**src/rtl/link_pkg.sv**
```systemverilog
package link_pkg;
  typedef enum logic {
    PULSE_SET = 1'b0,
    PULSE_RST = 1'b1
  } pulseKind_t;

  typedef struct packed {
    logic takeSet;
    logic takeRst;
    logic forceOff;
  } rxStrobe_t;
endpackage

```
**src/rtl/link_tx.sv**
```systemverilog
module link_tx
  import link_pkg::*;
#(
  parameter int PULSE_LEN = 6
) (
  input  logic clk,
  input  logic rstN,
  input  logic cmdIn,
  output logic chanSetOut,
  output logic chanRstOut
);
  localparam int CW = (PULSE_LEN > 1) ? $clog2(PULSE_LEN) : 1;

  logic cmdPrev, busy, pendV;
  pulseKind_t kind, pendK, edgeKind;
  logic [CW-1:0] cnt;
  logic rise, fall, edgeSeen, lastCycle;

  assign rise      = cmdIn & ~cmdPrev;
  assign fall      = ~cmdIn & cmdPrev;
  assign edgeSeen  = rise | fall;
  assign edgeKind  = rise ? PULSE_SET : PULSE_RST;
  assign lastCycle = busy && (cnt == '0);

  always_ff @(posedge clk) begin
    if (!rstN) begin
      cmdPrev <= 1'b0;
      busy    <= 1'b0;
      pendV   <= 1'b0;
      kind    <= PULSE_SET;
      pendK   <= PULSE_SET;
      cnt     <= '0;
    end else begin
      cmdPrev <= cmdIn;
      if (!busy || lastCycle) begin
        if (edgeSeen) begin
          busy  <= 1'b1;
          kind  <= edgeKind;
          cnt   <= CW'(PULSE_LEN - 1);
          pendV <= 1'b0;
        end else if (pendV) begin
          busy  <= 1'b1;
          kind  <= pendK;
          cnt   <= CW'(PULSE_LEN - 1);
          pendV <= 1'b0;
        end else begin
          busy <= 1'b0;
        end
      end else begin
        cnt <= cnt - 1'b1;
        if (edgeSeen) begin
          pendV <= 1'b1;
          pendK <= edgeKind;
        end
      end
    end
  end

  assign chanSetOut = busy && (kind == PULSE_SET);
  assign chanRstOut = busy && (kind == PULSE_RST);

  // an idle transmitter answers a rising command with a turn-on pulse
  assert_rise_sends_set_R1: assert property (@(posedge clk) disable iff (!rstN)
    (!busy && rise) |=> chanSetOut);

  // an idle transmitter answers a falling command with a turn-off pulse
  assert_fall_sends_rst_R1: assert property (@(posedge clk) disable iff (!rstN)
    (!busy && fall) |=> chanRstOut);
endmodule

```
**src/rtl/link_rx_ctrl.sv**
```systemverilog
module link_rx_ctrl
  import link_pkg::*;
#(
  parameter int QUAL_LEN = 3
) (
  input  logic      clk,
  input  logic      rstN,
  input  logic      rxSet,
  input  logic      rxRst,
  input  logic      fault,
  output rxStrobe_t strobe
);
  localparam int QW = $clog2(QUAL_LEN + 1);

  logic [QW-1:0] cntS, cntR;
  logic soloS, soloR;

  assign soloS = rxSet & ~rxRst;
  assign soloR = rxRst & ~rxSet;

  always_ff @(posedge clk) begin
    if (!rstN) begin
      cntS <= '0;
      cntR <= '0;
    end else begin
      cntS <= !soloS ? '0 : ((cntS == QW'(QUAL_LEN)) ? cntS : cntS + 1'b1);
      cntR <= !soloR ? '0 : ((cntR == QW'(QUAL_LEN)) ? cntR : cntR + 1'b1);
    end
  end

  assign strobe.takeSet  = soloS && (cntS == QW'(QUAL_LEN - 1));
  assign strobe.takeRst  = soloR && (cntR == QW'(QUAL_LEN - 1));
  assign strobe.forceOff = fault;

  generate
    if (QUAL_LEN > 1) begin : gQualChk
      // acceptance needs the previous sample to be a solo cycle as well
      assert_set_qualified_R4: assert property (@(posedge clk) disable iff (!rstN)
        strobe.takeSet |-> $past(rxSet && !rxRst));
      assert_rst_qualified_R4: assert property (@(posedge clk) disable iff (!rstN)
        strobe.takeRst |-> $past(rxRst && !rxSet));
    end
  endgenerate
endmodule

```
**src/rtl/link_rx_dp.sv**
```systemverilog
module link_rx_dp
  import link_pkg::*;
(
  input  logic      clk,
  input  logic      rstN,
  input  rxStrobe_t strobe,
  output logic      driveOut
);
  always_ff @(posedge clk) begin
    if (!rstN)                driveOut <= 1'b0;
    else if (strobe.forceOff) driveOut <= 1'b0;
    else if (strobe.takeSet)  driveOut <= 1'b1;
    else if (strobe.takeRst)  driveOut <= 1'b0;
  end

  // a fault clears the held state by the next cycle
  assert_fault_off_R7: assert property (@(posedge clk) disable iff (!rstN)
    strobe.forceOff |=> !driveOut);

  // without an accepted pulse or a fault the held state does not move
  assert_hold_R5: assert property (@(posedge clk) disable iff (!rstN)
    (!strobe.takeSet && !strobe.takeRst && !strobe.forceOff) |=> $stable(driveOut));
endmodule

```
**src/rtl/edge_pulse_link.sv**
```systemverilog
module edge_pulse_link
  import link_pkg::*;
#(
  parameter int PULSE_LEN = 6,
  parameter int QUAL_LEN  = 3
) (
  input  logic clk,
  input  logic rstN,
  input  logic cmdIn,
  input  logic faultIn,
  input  logic rxSetIn,
  input  logic rxRstIn,
  output logic chanSetOut,
  output logic chanRstOut,
  output logic driveOut
);
  rxStrobe_t rxStrobe;

  link_tx #(.PULSE_LEN(PULSE_LEN)) i_tx (
    .clk(clk), .rstN(rstN), .cmdIn(cmdIn),
    .chanSetOut(chanSetOut), .chanRstOut(chanRstOut)
  );

  link_rx_ctrl #(.QUAL_LEN(QUAL_LEN)) i_rxCtrl (
    .clk(clk), .rstN(rstN), .rxSet(rxSetIn), .rxRst(rxRstIn),
    .fault(faultIn), .strobe(rxStrobe)
  );

  link_rx_dp i_rxDp (
    .clk(clk), .rstN(rstN), .strobe(rxStrobe), .driveOut(driveOut)
  );

  // a common-mode cycle never moves the held output
  assert_common_mode_hold_R6: assert property (@(posedge clk) disable iff (!rstN)
    (rxSetIn && rxRstIn && !faultIn) |=> $stable(driveOut));
endmodule

```
**config.mk**
```make
export PLATFORM = sky130hd
export DESIGN_NAME = edge_pulse_link
export DESIGN_NICKNAME = d
export VERILOG_FILES = /design/src/rtl/link_pkg.sv /design/src/rtl/link_tx.sv /design/src/rtl/link_rx_ctrl.sv /design/src/rtl/link_rx_dp.sv /design/src/rtl/edge_pulse_link.sv
export SDC_FILE = /design/constraint.sdc
export NUM_CORES = 1
export LEC_CHECK = 0
export ABC_AREA = 0
export ABC_CLOCK_PERIOD_IN_PS = 3700
export BUFFER_PORTS_ARGS = -buffer_cell sky130_fd_sc_hd__buf_4
export CORE_MARGIN = 2
export CORE_UTILIZATION = 40
export DETAILED_ROUTE_END_ITERATION = 16
export PLACE_DENSITY_LB_ADDON = 0.08
export SYNTH_ARGS = -nofsm -noshare
export SYNTH_HDL_FRONTEND = slang
export SYNTH_SLANG_ARGS = --single-unit
```
**constraint.sdc**
```tcl
create_clock -name clk -period 3.7 [get_ports clk]
set_clock_uncertainty 0.15 [all_clocks]
set_input_delay 0.37 -clock clk [delete_from_list [all_inputs] [get_ports clk]]
set_output_delay 0.37 -clock clk [all_outputs]
set_load 0.05 [all_outputs]
```
### Word level (Yosys, flattened, before mapping)

Cells that the tools add are included.

* $add $sub $neg: 3
* multipliers: 0
* div/mod/pow operators: 0
* $lt $le $gt $ge: 0
* eq/ne operators: 5
* shift-type cells: 0
* multiplexer cells: 10
* bitwise logic cells: 12
* reductions and logical operators: 16

Operators with widths (number)
* 3-bit 2-to-1 mux: 3
* 2-bit == test (second input constant): 4
* 2-bit AND reduction: 4
* 1-bit 2-to-1 mux: 7
* 1-bit NOT: 7
* 1-bit logical AND: 5
* 2-bit by 1-bit adder with 2-bit output (second input constant): 2
* 1-bit AND: 4
* 2-bit nonzero test: 2
* 2-bit OR reduction: 2
* 3-bit logical NOT: 1
* 3-bit by 1-bit != test with 1-bit output (second input constant): 1
* 3-bit by 1-bit subtractor with 3-bit output (second input constant): 1
* 1-bit logical NOT: 1
* 1-bit logical OR: 1
* 1-bit OR: 1

* flip-flop bits (word level): 13
* bits in latches: 0
* memory bits (writable): 0
* memory bits (read-only): 0
* input bits: 6
* memories kept: 0

### Logic depth before layout (Yosys ltp)

Gate-level depths: netlist of run 1.

* depth in word-level cells: 5
* gate-level depth with buffers: 6
* mapped depth without buffers: 6

### Cells and area by module

Synthesis of run 1 repeated with hierarchy kept, for this count alone.

* cell total of the unflattened synthesis: 73
* area, all modules: 690.7 sq um

By module, submodules not included
* link_tx: times used 1, cells each 44, area an instance 410.4 sq um
* link_rx_ctrl: times used 1, cells each 25, area an instance 240.2 sq um
* link_rx_dp: times used 1, cells each 4, area an instance 40.0 sq um

### Worst setup path before layout of run 1

Ideal clock, no wire load.

* path type: register to output
* start point: register i_tx.busy
* end point: output chanSetOut
* data arrival time: 1.107 ns
* required time: 3.180 ns
* setup slack: 2.073 ns
* cell stages (with the launch flop): 2
* cells stage by stage: dfxtp_1 > nor2b_1

* word-level cells in the longest chain between the ends: 1

RTL lines
* from (decl): RTL line link_tx.sv:14 `logic cmdPrev, busy, pendV;`
* from (signal assigned): RTL line link_tx.sv:28 `busy <= 1'b0;`
* from (signal assigned): RTL line link_tx.sv:37 `busy <= 1'b1;`
* from (signal assigned): RTL line link_tx.sv:42 `busy <= 1'b1;`
* 1-bit logical AND: RTL line link_tx.sv:59 `assign chanSetOut = busy && (kind == PULSE_SET);`
* to (decl): RTL line edge_pulse_link.sv:13 `output logic chanSetOut,`

Every way passes these cells.

### Worst setup path after layout of run 1

Ends and elaborated chain as after synthesis.

==> out/qor.txt, run 1 <==
Core footprint: 0.00135 mm²
Area Overhead vs Synth: 17.5%
Num CTS Buffers: 3
Die Y: 42.8 µm
Post-route ant nets: 0
Setup tns final: 0 ns
Post-DR wirelength/cell: 10.3 µm
Slowest CP cell: dfxtp_1
Status: completed
# fillers: 134
Design area: 707 µm²
Vias after detailed routing: 446
H-tree Lvls: 1
Final WS setup: 2.15 ns
Worst setup SP type: flip-flop
RSZ-0062 raised after global routing: false
PD cells: 430 mW/mm²
Resized cells post-CTS: 0
Seq cells post-synth: 13
Grt total ovfl: 0
Fin crit period: 1.55 ns
Die ar.: 0.00183 mm²
Post-CTS Setup Bufs: 0
Data arrival time of the worst path: 1.03 ns
Hold crit path type: primary input to flip-flop
Critical path, cell by cell: nor2b_1 -> buf_4
IO Port Bufs: 8
Clk_lat worst skew: 0.28 ns
Post-synth cell types: 21
DRT Wirelength: 950 µm
Synth Warn #: 0
Detailed placer's ending HPWL: 713 µm
Max Freq: 0.643 GHz
CTS tree: yes
Worst slack at placement: 2.12 ns
Nets: 91
Post-Place Cells: 88
First-pass GRT wire length: 1730 µm
Die width: 42.8 µm
Initial antenna violation count: 0
Antenna cells: 0
Avg Inst Size Synth: 9.26 µm²
Fin crit share: 42.0%
Leakage: 0.000334 µW
Max VDD drop: 0.163 mV
DP Area: 681 µm²
Maximum fanout along the worst path: 4
Slowest Stage Delay on Critical Path: 0.40 ns
Max-cap viol count: 0
CP Class: flip-flop to output port
Hold Buf Count CTS: 0
Drt pass-1 iters: 3
Drt drc: 0
Required time worst endpoint: 3.18 ns
Starting density of the core: 44.6%
# IOs: 9
Final setup vio count: 0
Leading cell types in the layout, fill and taps excluded: 13 x dfxtp_1, 9 x inv_1, 9 x nor2_1
Setup crit end kind: output port
Worst Max-Slew Pin Slew: 0.310 ns
Slew Limit Fails: 0
Syn Inst Count: 65
Area of the mapped netlist: 602 µm²
Commonest non-fill, non-tap cell in the layout: dfxtp_1
Overall routing resource usage: 12.7%
# rows: 13
Share of the yosys chip area belonging to registers: 43.2%
1st-iter DRT viols: 2
Layout cells sized above 1: 16.9%
Clock Tree Buf Depth: 2
Vias in the first global route: 428
Pin count of the biggest net entering global routing: 8
Vias per inst: 4.85
CTS Sinks: 13
Routability congestion estimate: 0.763
Finished Layout Cells: 92
Clock transition at path regs: 0.08 ns
Worst slew margin: 78.8%
Clk root buf: clkbuf_4
Synthesized Nets: 78
Final hold viol count: 0
final timing paths:
path | start | endpoint | slack [ns] | cells past startpoint
min reg2reg | i_tx.cnt[0] | i_tx.cnt[0] | 0.33 | 2
max reg2reg | i_tx.cnt[0] | i_tx.pendK | 2.15 | 6
min | faultIn | i_rxDp.driveOut | 0.10 | 2
max | i_tx.busy | chanSetOut | 2.15 | 2
critical path, delay by kind of cell (launching register included):
family	cells	cell delay [ns]
buffers and inverters	1	0.20
and+or+nand+nor	1	0.15
DFF	1	0.40
per-stage QoR:
| step | util, % | power (µW) | hold WS [ns] |
|---|---|---|---|
| final | 52.4 | 304 | 0.101 |
| after global routing | 52.4 | 327 | 0.0886 |
| after CTS | 52.4 | 309 | 0.0984 |
| after detailed placement | 50.4 | 217 | 0.325 |
| after global placement | 50.4 | 215 | 0.325 |
| after floorplan | - | 200 | 0.299 |
routing by layer:
metal  wire, µm  track usage [%]  vias to the layer above
li1           -                -                      244
met1        495             17.4                      190
met2        389             17.3                        7
met3         37             3.83                        5
met4         28             7.50                        0
met5          0                0                        -
cell families (layout without fill, tap and decap cells):
logic type | count (synthesis) | in the layout | synth area share [%]
multiplexers | 1 | 1 | 1.66
AND/OR/NAND/NOR | 20 | 20 | 18.9
XOR/XNOR | 2 | 2 | 2.91
flip-flops | 13 | 13 | 43.2
AO/OA/AOI/OAI | 13 | 13 | 13.1
adder cells (fa/ha/maj) | 7 | 7 | 14.6
buffers and inverters | 9 | 21 | 5.61
layout make-up:
cell class	instances	area [µm²]	area share (%)
Inverter	9	33.8	4.78
Timing Repair Buffer	8	60.1	8.50
Clock buffer	4	26.3	3.72
Multi-Input combinational cell	43	308	43.5
Sequential cell	13	260	36.8
Tap cell	15	18.8	2.65
Yosys cell counts, drive strengths merged:
cell | n | area (µm²)
xor2 | 2 | 17.5
a221oi | 1 | 8.76
nor3 | 1 | 5.00
nor2b | 1 | 6.26
nand3b | 2 | 15.0
nor2 | 9 | 33.8
a2111oi | 1 | 8.76
a311oi | 1 | 8.76
and2b | 1 | 8.76
and2 | 2 | 12.5
a21oi | 6 | 30.0
or3 | 1 | 6.26
nand2b | 2 | 20.0
dfxtp | 13 | 260
inv | 9 | 33.8
ha | 7 | 87.6
and3 | 1 | 6.26
mux2i | 1 | 10.0
o21ai | 3 | 15.0
o21a | 1 | 7.51
power breakdown:
| group | switching [µW] | internal [µW] | total, µW |
|---|---|---|---|
| Sequential | 5.34 | 150 | 155 |
| Clock | 48.7 | 41.9 | 90.5 |
| Combinational | 31.7 | 26.2 | 57.9 |
registers in the layout (all words and copies together), names as in the netlist:
name             flops
i_rxDp.driveOut      1
i_tx.busy            1
i_tx.pendV           1
i_tx.kind            1
i_rxCtrl.cntS        2
i_tx.cnt             3
i_rxCtrl.cntR        2
i_tx.cmdPrev         1
i_tx.pendK           1
No activity file was read; power rests on OpenSTA's default activity.
==> run 2, diff against run 1 <==
--- a/config.mk
+++ b/config.mk
@@ -6,7 +6,7 @@
 export NUM_CORES = 1
 export LEC_CHECK = 0
 export ABC_AREA = 0
-export ABC_CLOCK_PERIOD_IN_PS = 3700
+export ABC_CLOCK_PERIOD_IN_PS = 1500
 export BUFFER_PORTS_ARGS = -buffer_cell sky130_fd_sc_hd__buf_4
 export CORE_MARGIN = 2
 export CORE_UTILIZATION = 40
==> constraint.sdc (replaced) <==
create_clock -name clk -period 1.5 [get_ports clk]
set_clock_uncertainty 0.15 [all_clocks]
set_input_delay 0.15 -clock clk [delete_from_list [all_inputs] [get_ports clk]]
set_output_delay 0.15 -clock clk [all_outputs]
set_load 0.05 [all_outputs]
==> run 2 against run 1 <==
  * Via count rose by 9.9%
  * Flip-flop and latch count did not move
  * Cell count rose by 8.7%
  * Global-route usage rose by 2.3 points
  * Critical path depth rose by 2
  * Highest routed layer unchanged
  * Sequential share of layout area fell by 5.5 points
  * Largest power group unchanged
==> out/qor.txt, run 2 (synthesis results as in run 1) <==
Status: completed
Max FFs per register: 3 (unchanged)
Worst setup SP type: primary input
Vias per inst: 4.90 (+1.1%)
Biggest regs: i_tx.cnt x3, i_rxCtrl.cntR x2, i_rxCtrl.cntS x2
Data arrival time of the worst path: 1.51 ns (+0.48 ns)
Grt total ovfl: 0 (unchanged)
Slowest Stage Delay on Critical Path: 0.54 ns (+0.14 ns)
Drt drc: 0 (unchanged)
Clk_lat worst skew: 0.27 ns (about the same)
Die ar.: 0.00183 mm² (unchanged)
PD cells: 962 mW/mm² (+120%)
Num CTS Buffers: 3 (unchanged)
Reg area: 263 µm² (+0.96%)
Setup crit end kind: flip-flop
Required time worst endpoint: 1.51 ns (-1.67 ns)
Clk root buf: clkbuf_4
Hold crit path type: primary input to flip-flop
Post-Place Cells: 90 (+2.3%)
1st-iter DRT viols: 9 (+7)
Clock transition at path regs: 0.07 ns (about the same)
Nets: 99 (+8.8%)
Largest register by flop count: i_tx.cnt
CTS Sinks: 13 (unchanged)
Leading cell types in the layout, fill and taps excluded: 11 x dfxtp_1, 11 x buf_4, 8 x nor2_1
Slew Limit Fails: 0 (unchanged)
Reg2reg setup slack: 0.03 ns (-2.12 ns)
Fin crit share: 99.8%
Worst Max-Slew Pin Slew: 0.290 ns (-0.0203 ns)
Final hold viol count: 0 (unchanged)
Vias in the first global route: 517 (+21%)
Max Freq: 0.668 GHz
DRT Wirelength: 1160 µm (+22%)
IO Port Bufs: 8 (unchanged)
Slowest CP cell: dlygate4sd3_1
Cell with the most instances on the worst path: dlygate4sd3_1
Core footprint: 0.00135 mm² (unchanged)
Multi-input gate area: 364 µm² (+18%)
First-pass GRT wire length: 2130 µm (+23%)
Die Y: 42.8 µm (unchanged)
Layout cells sized above 1: 32.9% (+16 points)
# fillers: 126 (-6.0%)
Worst slew margin: 80.6% (+1.8 points)
Antenna cells: 0 (unchanged)
WHS: 0.0437 ns (-0.0577 ns)
Initial antenna violation count: 0 (unchanged)
Post-DR wirelength/cell: 11.6 µm (+12%)
Drt pass-1 iters: 3 (unchanged)
Fin crit period: 1.50 ns
Critical path, cell by cell: dlygate4sd3_1 -> buf_4 -> and2_1 -> dlygate4sd3_1
Starting density of the core: 44.6% (unchanged)
Maximum fanout along the worst path: 7 (+3)
Pin count of the biggest net entering global routing: 8 (unchanged)
CTS tree: yes
H-tree Lvls: 1 (unchanged)
Area Overhead vs Synth: 39.3%
Detailed placer's ending HPWL: 748 µm (+4.9%)
Die width: 42.8 µm (unchanged)
Overall routing resource usage: 15.0% (+2.3 points)
Final setup vio count: 0 (unchanged)
Max VDD drop: 0.551 mV (+240%)
Max-cap viol count: 0 (unchanged)
RSZ-0062 raised after global routing: true
Clock Tree Buf Depth: 2 (unchanged)
# IOs: 9 (unchanged)
CP Class: primary input to flip-flop
Setup tns final: 0 ns (unchanged)
Routability congestion estimate: 0.737 (-3.4%)
# rows: 13 (unchanged)
Leakage: 0.000378 µW (+13%)
Post-route ant nets: 0 (unchanged)
Finished Layout Cells: 100 (+8.7%)
Vias after detailed routing: 490 (+9.9%)
[run 2: cell count changes in the layout (fill, tap and decap cells not counted), moves of 2 or more]
cell,change
ha_1,-2
buf_4,+3
ha_4,+2
dfxtp_1,-2
dfxtp_2,+2
inv_1,-2
dlygate4sd3_1,+5
inv_2,+2
[run 2: timing repair]
item                                   4_1_cts  5_1_grt
resized for setup                           10        5
pin swaps                                    3        4
buffers inserted                             1        0
hold buffers                                 5        0
endpoints found under the hold margin        3        0
setup endpoints to repair                    2        5
[run 2: path summary, 6_finish.rpt]
| check | cells after the start | to | startpoint |
|---|---|---|---|
| max reg2reg | 6 | i_tx.pendK | i_tx.cnt[1] |
| min reg2reg | 2 | i_tx.pendK | i_tx.pendK |
| max | 4 | i_tx.cmdPrev | rstN |
| min | 3 | i_rxCtrl.cntR[1] | rxSetIn |
[run 2: report_power, final]
part | internal (µW) | total (µW) | leakage, µW | switching (µW)
Clock | 103 | 207 | 0.0000150 | 104
Combinational | 109 | 215 | 0.000256 | 106
Sequential | 371 | 385 | 0.000107 | 13.7
Total | 583 | 807 | 0.000378 | 224
[run 2: per-stage QoR]
step	util [%]	total power (µW)	setup slack (ns)	instance area (µm²)
2_1_floorplan	-	494	0.0374	602
3_3_place_gp	51.5	544	0.0105	696
3_5_place_dp	51.5	545	-0.0282	696
4_1_cts	60.4	805	-0.00663	816
5_1_grt	62.1	867	-0.0165	838
6_report	62.1	807	0.00252	838
[run 2: area by class of cell]
type / instances / share of cell area, %
Timing Repair Buffer: 16 / 15.8
Clock buffer: 4 / 3.13
Tap cell: 15 / 2.24
Inverter: 9 / 4.03
Multi-Input combinational cell: 43 / 43.4
Sequential cell: 13 / 31.3
[run 2: per-layer routing]
metal	GRT usage [%]	wire length [µm]	part of all wire (%)
met1	16.5	523	45
met2	25.8	580	50
met3	5.53	42	3.6
met4	5.63	14	1.2
met5	0	0	0
[run 2: critical path: cells and delay by family]
kind | cells | cell delay [ns]
and+or+nand+nor | 1 | 0.12
buffers and inverters | 3 | 1.23
==> run 3, diff against run 2 <==
--- a/config.mk
+++ b/config.mk
@@ -6,10 +6,12 @@
 export NUM_CORES = 1
 export LEC_CHECK = 0
 export ABC_AREA = 0
-export ABC_CLOCK_PERIOD_IN_PS = 1500
+export ABC_CLOCK_PERIOD_IN_PS = 1600
 export BUFFER_PORTS_ARGS = -buffer_cell sky130_fd_sc_hd__buf_4
+export CELL_PAD_IN_SITES_DETAIL_PLACEMENT = 1
+export CELL_PAD_IN_SITES_GLOBAL_PLACEMENT = 1
 export CORE_MARGIN = 2
-export CORE_UTILIZATION = 40
+export CORE_UTILIZATION = 39
 export DETAILED_ROUTE_END_ITERATION = 16
 export PLACE_DENSITY_LB_ADDON = 0.08
 export SYNTH_ARGS = -nofsm -noshare
==> constraint.sdc (replaced) <==
create_clock -name clk -period 1.6 [get_ports clk]
set_clock_uncertainty 0.15 [all_clocks]
set_input_delay 0.16 -clock clk [delete_from_list [all_inputs] [get_ports clk]]
set_output_delay 0.16 -clock clk [all_outputs]
set_load 0.05 [all_outputs]
==> run 3 against run 2 <==
  * Total power is 4.8% lower
  * Register-to-register slack better by 0.04 ns
  * First-iteration DRC count is 67% lower
  * Cell area is 2.7% lower
  * Clock power hardly changed
  * Sequential share of layout area is 0.71 points higher
  * Largest power group unchanged
  * Highest routed layer unchanged
==> out/qor.txt, run 3 (synthesis results as in run 1) <==
PD cells: 941 mW/mm² (-2.2%)
Worst setup SP type: flip-flop
Pin count of the biggest net entering global routing: 8 (unchanged)
Core footprint: 0.00147 mm² (+9.0%)
Num CTS Buffers: 3 (unchanged)
Finished Layout Cells: 99 (-1.0%)
IO Port Bufs: 8 (unchanged)
Largest register by flop count: i_tx.cnt
Fin crit share: 95.7%
Final hold viol count: 0 (unchanged)
Clock Tree Buf Depth: 2 (unchanged)
Worst R2R Path Depth: 6 (unchanged)
Die width: 43.3 µm (+1.1%)
Slew Limit Fails: 0 (unchanged)
Data arrival time of the worst path: 1.57 ns (+0.06 ns)
Final setup vio count: 0 (unchanged)
Post-route ant nets: 0 (unchanged)
H-tree Lvls: 1 (unchanged)
R2r endpoint: i_tx.cnt[2]
Grt total ovfl: 0 (unchanged)
Overall routing resource usage: 16.3% (+1.4 points)
WHS: 0.0481 ns (+0.00447 ns)
Antenna cells: 0 (unchanged)
DRT Wirelength: 1250 µm (+7.8%)
# rows: 14 (+1)
CP Class: flip-flop to flip-flop
Die Y: 43.3 µm (+1.1%)
Leakage: 0.000367 µW (-2.8%)
RSZ-0062 raised after global routing: false
Post-Place Cells: 89 (-1.1%)
Clk_lat worst skew: 0.27 ns (about the same)
Worst slack at placement: 0.0115 ns (+0.0397 ns)
Required time worst endpoint: 1.64 ns (+0.13 ns)
CP Capture Point: i_tx.cnt[2]
Final WS setup: 0.0684 ns (+0.0659 ns)
CTS Sinks: 13 (unchanged)
Max Freq: 0.653 GHz
Worst slew margin: 78.0% (-2.6 points)
Status: completed
Reg2reg setup slack: 0.07 ns (+0.04 ns)
Clk root buf: clkbuf_4
Layout cells sized above 1: 24.1% (-8.8 points)
Post-DR wirelength/cell: 12.6 µm (+8.8%)
Detailed placer's ending HPWL: 857 µm (+15%)
Vias in the first global route: 491 (-5.0%)
Pwr Total: 768 µW (-4.8%)
Max-cap viol count: 0 (unchanged)
Vias per inst: 4.87 (-0.64%)
Commonest non-fill, non-tap cell in the layout: dfxtp_1
Die ar.: 0.00187 mm² (+2.3%)
Worst Max-Slew Pin Slew: 0.322 ns (+0.0316 ns)
Leading cell types in the layout, fill and taps excluded: 12 x dfxtp_1, 8 x inv_1, 8 x nor2_1, 8 x buf_4, 6 x a21oi_1
Nets: 97 (-2.0%)
# IOs: 9 (unchanged)
First-pass GRT wire length: 2210 µm (+4.2%)
Drt drc: 0 (unchanged)
CTS tree: yes
Max VDD drop: 0.697 mV (+26%)
1st-iter DRT viols: 3 (-6)
Biggest regs: i_tx.cnt x3, i_rxCtrl.cntR x2, i_rxCtrl.cntS x2
Worst R2R Start: i_tx.cnt[1]
Clock transition at path regs: 0.08 ns (about the same)
Routability congestion estimate: 0.638 (-13%)
Maximum fanout along the worst path: 4 (-3)
Hold crit path type: primary input to flip-flop
Setup tns final: 0 ns (unchanged)
Drt pass-1 iters: 3 (unchanged)
Setup crit end kind: flip-flop
Area Overhead vs Synth: 35.6%
Starting density of the core: 40.9% (-3.7 points)
Worst setup path start: i_tx.cnt[1]
Vias after detailed routing: 482 (-1.6%)
Max FFs per register: 3 (unchanged)
Fin crit period: 1.53 ns
Initial antenna violation count: 0 (unchanged)
==> run 3: layout make-up <==
| type | instances | area (µm²) |
|---|---|---|
| multi-input cells | 43 | 353 |
| inverters | 9 | 33.8 |
| fillers | 179 | 656 |
| flip-flops and latches | 13 | 262 |
| clock buffers | 4 | 26.3 |
| well taps | 16 | 20.0 |
| repair buffers | 14 | 121 |
==> run 3: metal layers <==
layer	routed length (µm)	track usage, %
met1	584	19.7
met3	44	5.11
met4	12	5.45
met2	610	27.2
met5	0	0
==> run 3: where the power goes <==
group / leakage (µW) / internal, µW / switching, µW
combinational: 0.000246 / 98.8 / 102
clock: 0.0000150 / 96.6 / 109
sequential: 0.000107 / 348 / 13.1
total: 0.000367 / 543 / 225
==> run 3: how the worst min path moves through the flow <==
stage,start,to,slack [ns],cells after the start
2_1_floorplan,faultIn,i_rxDp.driveOut,0.1,1
3_3_place_gp,faultIn,i_rxDp.driveOut,0.19,2
3_5_place_dp,faultIn,i_rxDp.driveOut,0.19,2
4_1_cts,rxSetIn,i_rxCtrl.cntS[1],0.04,3
5_1_grt,rxSetIn,i_rxCtrl.cntR[1],0.06,3
6_report,rxSetIn,i_rxCtrl.cntS[1],0.05,3
==> run 3: what timing repair did <==
item | in CTS | in global routing
resized for setup | 1 | 9
pin swaps | 0 | 1
endpoints found under the setup margin | 1 | 3
setup buffers | 0 | 1
endpoints found under the hold margin | 3 | 0
hold buffers | 5 | 0
cloned | 0 | 0
==> run 3: critical path, stage by stage, from the launching register on <==
cell	delay, ns
dfxtp_1	0.30
inv_1	0.09
ha_4	0.15
ha_4	0.12
and2b_2	0.25
buf_6	0.13
a221oi_4	0.26
==> run 3: metrics by stage <==
step                      utilization (%)  area [µm²]
final                                55.4         816
after global routing                 55.4         816
after CTS                            52.0         764
after detailed placement             46.3         682
after global placement               46.3         682
after floorplan                         -         602
